## config.mk

```make
export PLATFORM = sky130hd
export DESIGN_NAME = frac_clk_div
export DESIGN_NICKNAME = d
export VERILOG_FILES = /design/src/rtl/fdiv_pkg.sv /design/src/rtl/fdiv_param_calc.sv /design/src/rtl/fdiv_period_seq.sv /design/src/rtl/frac_clk_div.sv
export SDC_FILE = /design/constraint.sdc
export NUM_CORES = 1
export LEC_CHECK = 0
export BUFFER_PORTS_ARGS = -buffer_cell sky130_fd_sc_hd__clkbuf_2
export CAP_MARGIN = 0
export CORE_MARGIN = 5
export CORE_UTILIZATION = 60
export DETAILED_ROUTE_END_ITERATION = 12
export GPL_ROUTABILITY_DRIVEN = 0
export PLACE_DENSITY = 0.85
export SYNTH_ARGS = -nofsm -noshare
export SYNTH_HDL_FRONTEND = slang
export SYNTH_SLANG_ARGS = --single-unit
export TNS_END_PERCENT = 10
```

## constraint.sdc

```tcl
create_clock -name clk -period 15.1 [get_ports clk]
set_input_delay 3.775 -clock clk [delete_from_list [all_inputs] [get_ports clk]]
set_output_delay 3.775 -clock clk [all_outputs]
set_load 0.01 [all_outputs]
```

## src/rtl/fdiv_pkg.sv

```systemverilog
package fdiv_pkg;
    parameter int unsigned INT_W  = 9;
    parameter int unsigned FRAC_W = 6;
    localparam int unsigned CNT_W = INT_W + 1;
    localparam logic [FRAC_W-1:0] F_ONE = FRAC_W'(1);

    // Spacing code for one window of output periods
    typedef struct packed {
        logic [INT_W-1:0]  base;    // effective integer divisor
        logic [FRAC_W-1:0] x;       // majority periods per group, minus the extra
        logic [FRAC_W-1:0] y;       // remainder code
        logic [FRAC_W-1:0] z;       // number of groups (minority periods)
        logic              mirror;  // minority periods are the short ones
        logic              frac_on; // fraction active
    } cfg_t;

    function automatic logic [INT_W-1:0] clamp_base(input logic [INT_W-1:0] n);
        return (n < INT_W'(2)) ? INT_W'(2) : n;
    endfunction
endpackage

```

## src/rtl/fdiv_param_calc.sv

```systemverilog
module fdiv_param_calc
    import fdiv_pkg::*;
(
    input  logic [INT_W-1:0]  n_in,
    input  logic [FRAC_W-1:0] den,
    input  logic [FRAC_W-1:0] num,
    output cfg_t              cfg
);
    logic [FRAC_W-1:0] diff;

    assign diff = den - num;

    always_comb begin
        cfg         = '0;
        cfg.base    = clamp_base(n_in);
        cfg.frac_on = (den != '0) && (num != '0) && (num < den);
        if (cfg.frac_on) begin
            if (num > (den >> 1)) begin
                cfg.mirror = 1'b1;
                cfg.z      = diff;
                cfg.x      = (den / diff) - F_ONE;
                cfg.y      = den % diff;
            end else begin
                cfg.mirror = 1'b0;
                cfg.z      = num;
                cfg.x      = (den / num) - F_ONE;
                cfg.y      = (den % num) + F_ONE;
            end
        end
    end
endmodule

```

## src/rtl/fdiv_period_seq.sv

```systemverilog
module fdiv_period_seq
    import fdiv_pkg::*;
(
    input  logic clk,
    input  logic rst,
    input  logic en,
    input  cfg_t nxt_cfg,
    output logic tick,
    output logic clk_out
);
    cfg_t              cur;
    logic              run;
    logic [CNT_W-1:0]  cyc;
    logic [FRAC_W-1:0] grp;
    logic [FRAC_W-1:0] sub;

    logic [FRAC_W-1:0] extras;
    logic [FRAC_W-1:0] need;
    logic              minor;
    logic              long_p;
    logic [CNT_W-1:0]  len;
    logic              last;

    always_comb begin
        extras = cur.mirror ? cur.y : (cur.y - F_ONE);
        need   = cur.x + ((grp < extras) ? F_ONE : '0);
        minor  = cur.frac_on && (sub == need);
        long_p = cur.frac_on && (minor ^ cur.mirror);
        len    = {1'b0, cur.base} + CNT_W'(long_p);
        last   = run && (cyc == (len - CNT_W'(1)));
    end

    assign tick    = last;
    assign clk_out = run && (cyc < (len >> 1));

    always_ff @(posedge clk) begin
        if (rst || !en) begin
            run <= 1'b0;
            cur <= '0;
            cyc <= '0;
            grp <= '0;
            sub <= '0;
        end else if (!run) begin
            run <= 1'b1;
            cur <= nxt_cfg;
            cyc <= '0;
            grp <= '0;
            sub <= '0;
        end else if (last) begin
            cyc <= '0;
            if (!cur.frac_on) begin
                cur <= nxt_cfg;
            end else if (minor) begin
                sub <= '0;
                if (grp == (cur.z - F_ONE)) begin
                    grp <= '0;
                    cur <= nxt_cfg;
                end else begin
                    grp <= grp + F_ONE;
                end
            end else begin
                sub <= sub + F_ONE;
            end
        end else begin
            cyc <= cyc + CNT_W'(1);
        end
    end
endmodule

```

## src/rtl/frac_clk_div.sv

```systemverilog
module frac_clk_div
    import fdiv_pkg::*;
(
    input  logic              clk,
    input  logic              rst,
    input  logic              en,
    input  logic [INT_W-1:0]  div_int,
    input  logic [FRAC_W-1:0] frac_den,
    input  logic [FRAC_W-1:0] frac_num,
    output logic              tick,
    output logic              clk_out
);
    cfg_t calc_cfg;

    fdiv_param_calc u_calc (
        .n_in (div_int),
        .den  (frac_den),
        .num  (frac_num),
        .cfg  (calc_cfg)
    );

    fdiv_period_seq u_seq (
        .clk     (clk),
        .rst     (rst),
        .en      (en),
        .nxt_cfg (calc_cfg),
        .tick    (tick),
        .clk_out (clk_out)
    );
endmodule

```

==> Word-level counts from Yosys, hierarchy flattened <==
Cells that the tools add are included.
{ "totals": {"ff_bits": 52, "in_bits": 24, "out_inout_bits": 2, "elab_cells": 67} }
{ "classes": {"n_addsub": 12, "n_div": 4, "order_cmp": 5, "n_eq_ne": 6, "mux": 13, "bitwise_logic": 2, "n_reduce_logical": 15} }
{ "op_table": {"columns": ["op", "n"], "rows": [
  ["two-way mux 29 bit", 5],
  ["two-way mux 19 bit", 2],
  ["subtractor 6 x 1 -> 6 bit, second input constant", 4],
  ["adder 6 x 1 -> 6 bit, second input constant", 3],
  ["two-way mux 6 bit", 3],
  ["divider 6 x 6 -> 6 bit", 2],
  ["== test 6 bit", 2],
  ["< comparator 6 bit", 2],
  ["remainder unit 6 x 6 -> 6 bit", 2],
  ["nonzero test 6 bit", 2],
  ["adder 10 x 1 -> 10 bit, second input constant", 1],
  ["adder 9 x 1 -> 10 bit", 1],
  ["== test 10 bit", 1],
  ["< comparator 10 x 9 -> 1 bit", 1],
  ["subtractor 10 x 1 -> 10 bit, second input constant", 1],
  ["< comparator 9 x 2 -> 1 bit, second input constant", 1],
  ["two-way mux 9 bit", 1],
  ["adder 6 bit", 1],
  ["greater-than comparator 6 x 5 -> 1 bit", 1],
  ["logical AND 1 bit", 6],
  ["!= test 3 bit, second input constant", 2],
  ["AND reduction 3 bit", 2],
  ["subtractor 6 bit", 1],
  ["OR reduction 3 bit", 1],
  ["other kinds (8)", 9]
]} }

==> Longest topological paths before layout <==
{ "depth": {"ltp_word": 15, "depth_mapped": 47, "ltp_nobuf": 46} }

==> Cells and area by module <==
From an unflattened synthesis, not the netlist that was laid out.
{ "unflattened": {"cells_unflattened": 986, "hier_area_um2": 7442.1} }
{ "by_module_without_submodules": {"columns": ["module", "n_inst", "cells_per_inst", "area_per_inst_um2", "seq_area_each_um2"], "rows": [
  ["fdiv_param_calc", 1, 555, 3900.0, 0.0],
  ["fdiv_period_seq", 1, 431, 3542.1, 1041.0]
]} }

==> Worst setup path before layout <==
No wires, ideal clock.
{ "synth_path": {"path_type": "input to register", "from": "input port frac_den[0]", "to": "register u_seq.cur[9] (netlist bit)", "setup_ns": 0.065, "arrival_ns": 12.966, "required_time_ns": 15.035, "setup_slack_ns": 2.069, "path_stages": 45, "n_path_buf": 1, "path_cell_list": "clkbuf_1 > inv_1 > ha_1 > inv_1 > fa_1 > nand3_1 > a21boi_0 > nor2_1 > nor3_1 > nand2_1 > nor2_1 > a21oi_1 > ha_1 > o21a_1 > o21ai_0 > o41ai_1 > o21a_1 > ha_1 > (+9 left out) > o211a_1 > mux2_2 > ha_1 > nor3_1 > a2111oi_0 > a311oi_1 > nor2_1 > mux2_2 > ha_1 > nor2b_1 > o21ai_0 > nand2b_1 > a211o_1 > a21oi_1 > mux2_2 > a211oi_1 > mux2i_1 > nor2_1"} }
{ "synth_via": {"elab_chain_cells": 9, "word_cells_on_any_way": 15, "classes_between": "add/sub: 2; div: 2; order compare: 1; mux: 7; reduce/logical: 3"} }
{ "synth_rtl": {"columns": ["item", "line_no", "text"], "rows": [
  ["from (decl)", "frac_clk_div.sv:8", "input logic [FRAC_W-1:0] frac_den,"],
  ["remainder unit 6 x 6 -> 6 bit, or another cell as far along", "fdiv_param_calc.sv:27", "cfg.y = (den % num) + F_ONE;"],
  ["adder 6 x 1 -> 6 bit, or another cell as far along", "fdiv_param_calc.sv:27", null],
  ["two-way mux 19 bit or logical AND 1 bit (tied branches)", "fdiv_param_calc.sv:18, fdiv_param_calc.sv:16", null],
  ["two-way mux 19 bit (*)", "fdiv_param_calc.sv:17", "if (cfg.frac_on) begin"],
  ["two-way mux 29 bit", "fdiv_period_seq.sv:55", "if (grp == (cur.z - F_ONE)) begin"],
  ["two-way mux 29 bit", "fdiv_period_seq.sv:53", "end else if (minor) begin"],
  ["two-way mux 29 bit", "fdiv_period_seq.sv:51", "if (!cur.frac_on) begin"],
  ["two-way mux 29 bit", "fdiv_period_seq.sv:49", "end else if (last) begin"],
  ["two-way mux 29 bit (*)", "fdiv_period_seq.sv:43", "end else if (!run) begin"],
  ["to (signal assigned)", "fdiv_period_seq.sv:45", "cur <= nxt_cfg;"],
  ["to (signal assigned)", "fdiv_period_seq.sv:52", "cur <= nxt_cfg;"],
  ["to (signal assigned)", "fdiv_period_seq.sv:57", "cur <= nxt_cfg;"],
  ["to (decl)", "fdiv_period_seq.sv:11", "cfg_t cur;"]
]} }
Every way passes the cells marked *; elsewhere a longest branch is shown, timed or not. The select of a mux whose other input is x is not followed.
A chain may end at the register's enable or synchronous reset.

==> Worst setup path after layout <==
Ends and elaborated chain as after synthesis.

==> key figures <==
Detailed routing
  • Routed WL: around 17,000 µm
  • Via Count: about 6.7k
  • DRT Pass-1 Iters: 5
  • Wire per inst: 16.0 µm
  • Remaining DRCs: 0
  • Vias per Instance: 6.25
  • Antenna viol nets, final: 0
  • Drt initial violations: between 500 and 600

Worst setup path
  • Required time of the worst setup path: 15,330 ps
  • Setup crit start kind: primary input
  • Critical Path AT: 14,350 ps
  • Worst Path Max Fanout: 8
  • Worst path max stage delay: 530 ps
  • Crit path kind: primary input to flop
  • Worst setup EP type: flop
  • CP max-delay cell: a2111oi_0
  • CP dominant cell by count: ha_1

Synth
  • Synth unique cells: 84
  • Ys Warns: 0
  • Synth top cells by count: nor2_1 (105), ha_1 (95), nand2_1 (57)
  • Synth top area share: 16.6%
  • Post-synth top flop: dfxtp_1
  • Count leader, synth: nor2_1
  • EDFF count, synth: 0
  • Sequential-to-total area share from yosys stat: 14.6%
  • Cells after Synth: 921
  • Syn avg cell area: approximately 7.8 µm²
  • Async set or reset register ratio after synthesis: 0%
  • Yosys top cell by area: ha_1
  • Yosys reg bits: 52
  • Syn Nets: 1,043
  • Area contributors post-synth: ha_1 (17%), dfxtp_1 (15%), nor2_1 (5.5%)
  • Post-Syn Area: 7150 µm²

Global routing
  • First-pass GRT wire length: 29,600 µm
  • Initial antenna violation count: 0
  • Vias in the first global route: 6,400
  • Global route overflow: 0
  • Largest net degree at the start of global routing: 32
  • GRT Util Overall: 24.1%

Timing
  • Final setup margin: a little under 1000 ps
  • Relative slew slack: 55.3%
  • Slew @ Worst Pin: 670 ps
  • Total negative slack: 0 ps
  • Fin. Hold Viols: 0
  • Max Slew Vio Count: 0
  • Clk_skew: roughly 6.7 ps
  • FMAX: 0.0709 GHz
  • Tmin final: 14,110 ps
  • Finish-stage setup viols: 0
  • RSZ-0062 raised after global routing: no
  • Period utilisation layout: between 90% and 100%

Run
  • Max-cap violations: 0

Clock tree
  • Worst-Skew Late Latency: 300 ps
  • Postcts setup bufs: 0
  • Post-CTS resize count: 0
  • CTS max path bufs: 2
  • CTS Sinks: 52
  • TritonCTS clock tree: done
  • Number of buffers created by CTS: 5
  • Worst-path clk slew: 60 ps
  • CTS H-tree depth: 2
  • Hold buffers post-CTS: 0
  • Root Buffer Master: clkbuf_16

Cells and area
  • Register area: 1040 µm²
  • Final Core Density: 65.0%
  • Area of the multi-input gates: 5770 µm²
  • Nets: 1,052
  • Area Overhead vs Synth: 5.18%
  • Share of cells above drive strength 1: 8.59%
  • Non-Filler Instances: 1,074
  • # diodes: 0
  • Filler cell count: 970

Run status
  • Status: finished, final reports clean

Die
  • Die area: 14,200 µm²
  • Number of core rows: 39
  • Die Y: 119 µm
  • Die width: roughly 120 µm
  • Initial Utilization: between 60 and 70%
  • Core ar.: between 10,000 and 15,000 µm²
  • Number of placed I/O pins: 26

Placed design
  • Placed insts: 1,066
  • Setup WS pre-CTS: about 850 ps
  • Post-DP HPWL: 13,600 µm
  • PortBufs: 25

Power and ir drop
  • Max rail drop VDD: 0.0000731 V
  • Power Total: around 770 µW
  • P_leak: 3.25 nW
  • Pwr dens: between 100 and 150 nW/µm²

Hold path
  • Hold Path Class: flop to flop
==> metal layers <==
| layer | track usage (%) | share of wire, % | vias to the layer above |
|---|---|---|---|
| li1 | - | - | 3403 |
| met1 | 32.0 | 47 | 3069 |
| met2 | 41.3 | 45 | 210 |
| met3 | 3.22 | 5.9 | 27 |
| met4 | 6.23 | 1.6 | 0 |
| met5 | 0 | 0 | - |
==> state kept, by name, summed over array words and instances, names as in the netlist <==
name and flops:
u_seq.sub 6, u_seq.cur 29, u_seq.cyc 10, u_seq.run 1, u_seq.grp 6
==> power breakdown <==
part | internal, mW | total (mW) | switching, mW
combinational | 0.224 | 0.498 | 0.275
sequential | 0.143 | 0.151 | 0.00782
clock | 0.0661 | 0.116 | 0.0497
total | 0.433 | 0.765 | 0.332
==> final timing paths <==
check / slack (ps) / cells after the start / end / start
worst max-delay path: 990 / 45 / u_seq.cur[9] / frac_den[0]
worst min-delay path: 490 / 2 / u_seq.cur[20] / u_seq.cur[20]
worst max register to register: 8010 / 31 / u_seq.cur[18] / u_seq.cur[8]
worst min register to register: 490 / 2 / u_seq.cur[20] / u_seq.cur[20]
==> cell families (layout without fill, tap and decap cells) <==
kind of cell / count (synthesis) / count (layout) / share of synthesized area (%)
AO/OA/AOI/OAI: 229 / 229 / 22.6
XOR/XNOR: 83 / 83 / 10.9
adder cells (fa/ha/maj): 98 / 98 / 17.5
buffers and inverters: 81 / 91 / 4.69
flip-flops: 52 / 52 / 14.6
multiplexers: 41 / 41 / 5.99
AND/OR/NAND/NOR: 337 / 337 / 23.8
==> through the flow <==
stage	hold WS, ps	instance area (µm²)
floorplan	448	7150
finish	492	7520
detailed placement	486	7370
CTS	501	7520
global placement	474	7370
global route	525	7520
==> area by class of cell <==
type                       instances  share of cell area (%)
timing repair buffer              33                    2.46
clock buffer                       7                    1.90
tap                              143                    2.38
clock inverter                     1                  0.0999
sequential                        52                    13.8
inverter                          50                    2.55
multi-input combinational        788                    76.8
==> cells in the final DEF, fill, tap and decap left out, types with 5 or more instances in the layout <==
master / netlist / routed
a211o_1: 7 / 7
a211oi_1: 9 / 9
a21boi_0: 5 / 5
a21o_1: 20 / 20
a21oi_1: 39 / 39
a31oi_1: 12 / 12
and2_1: 11 / 11
and3_1: 8 / 8
buf_4: 1 / 8
clkbuf_16: 0 / 5
clkbuf_2: 0 / 25
dfxtp_1: 52 / 52
ha_1: 95 / 95
inv_1: 48 / 48
mux2_2: 14 / 14
mux2i_1: 27 / 27
nand2_1: 57 / 57
nand2b_1: 8 / 8
nand3_1: 35 / 35
nand3b_1: 5 / 5
nand4_1: 8 / 8
nor2_1: 105 / 105
nor2b_1: 13 / 13
nor3_1: 33 / 33
nor4_1: 8 / 8
o211ai_1: 14 / 14
o21a_1: 26 / 26
o21ai_0: 43 / 43
or2_2: 11 / 11
or3_1: 7 / 7
or4_1: 5 / 5
xnor2_1: 45 / 45
xor2_1: 34 / 34
==> worst max-delay path, delay by kind of cell <==
kind,cells,cell delay (ps)
AOI/OAI and AO/OA,19,4320
adders and majority gates,7,2110
buffers and inverters,3,620
muxes,5,1280
and+or+nand+nor,11,2240
No activity file was read; power rests on OpenSTA's default activity.
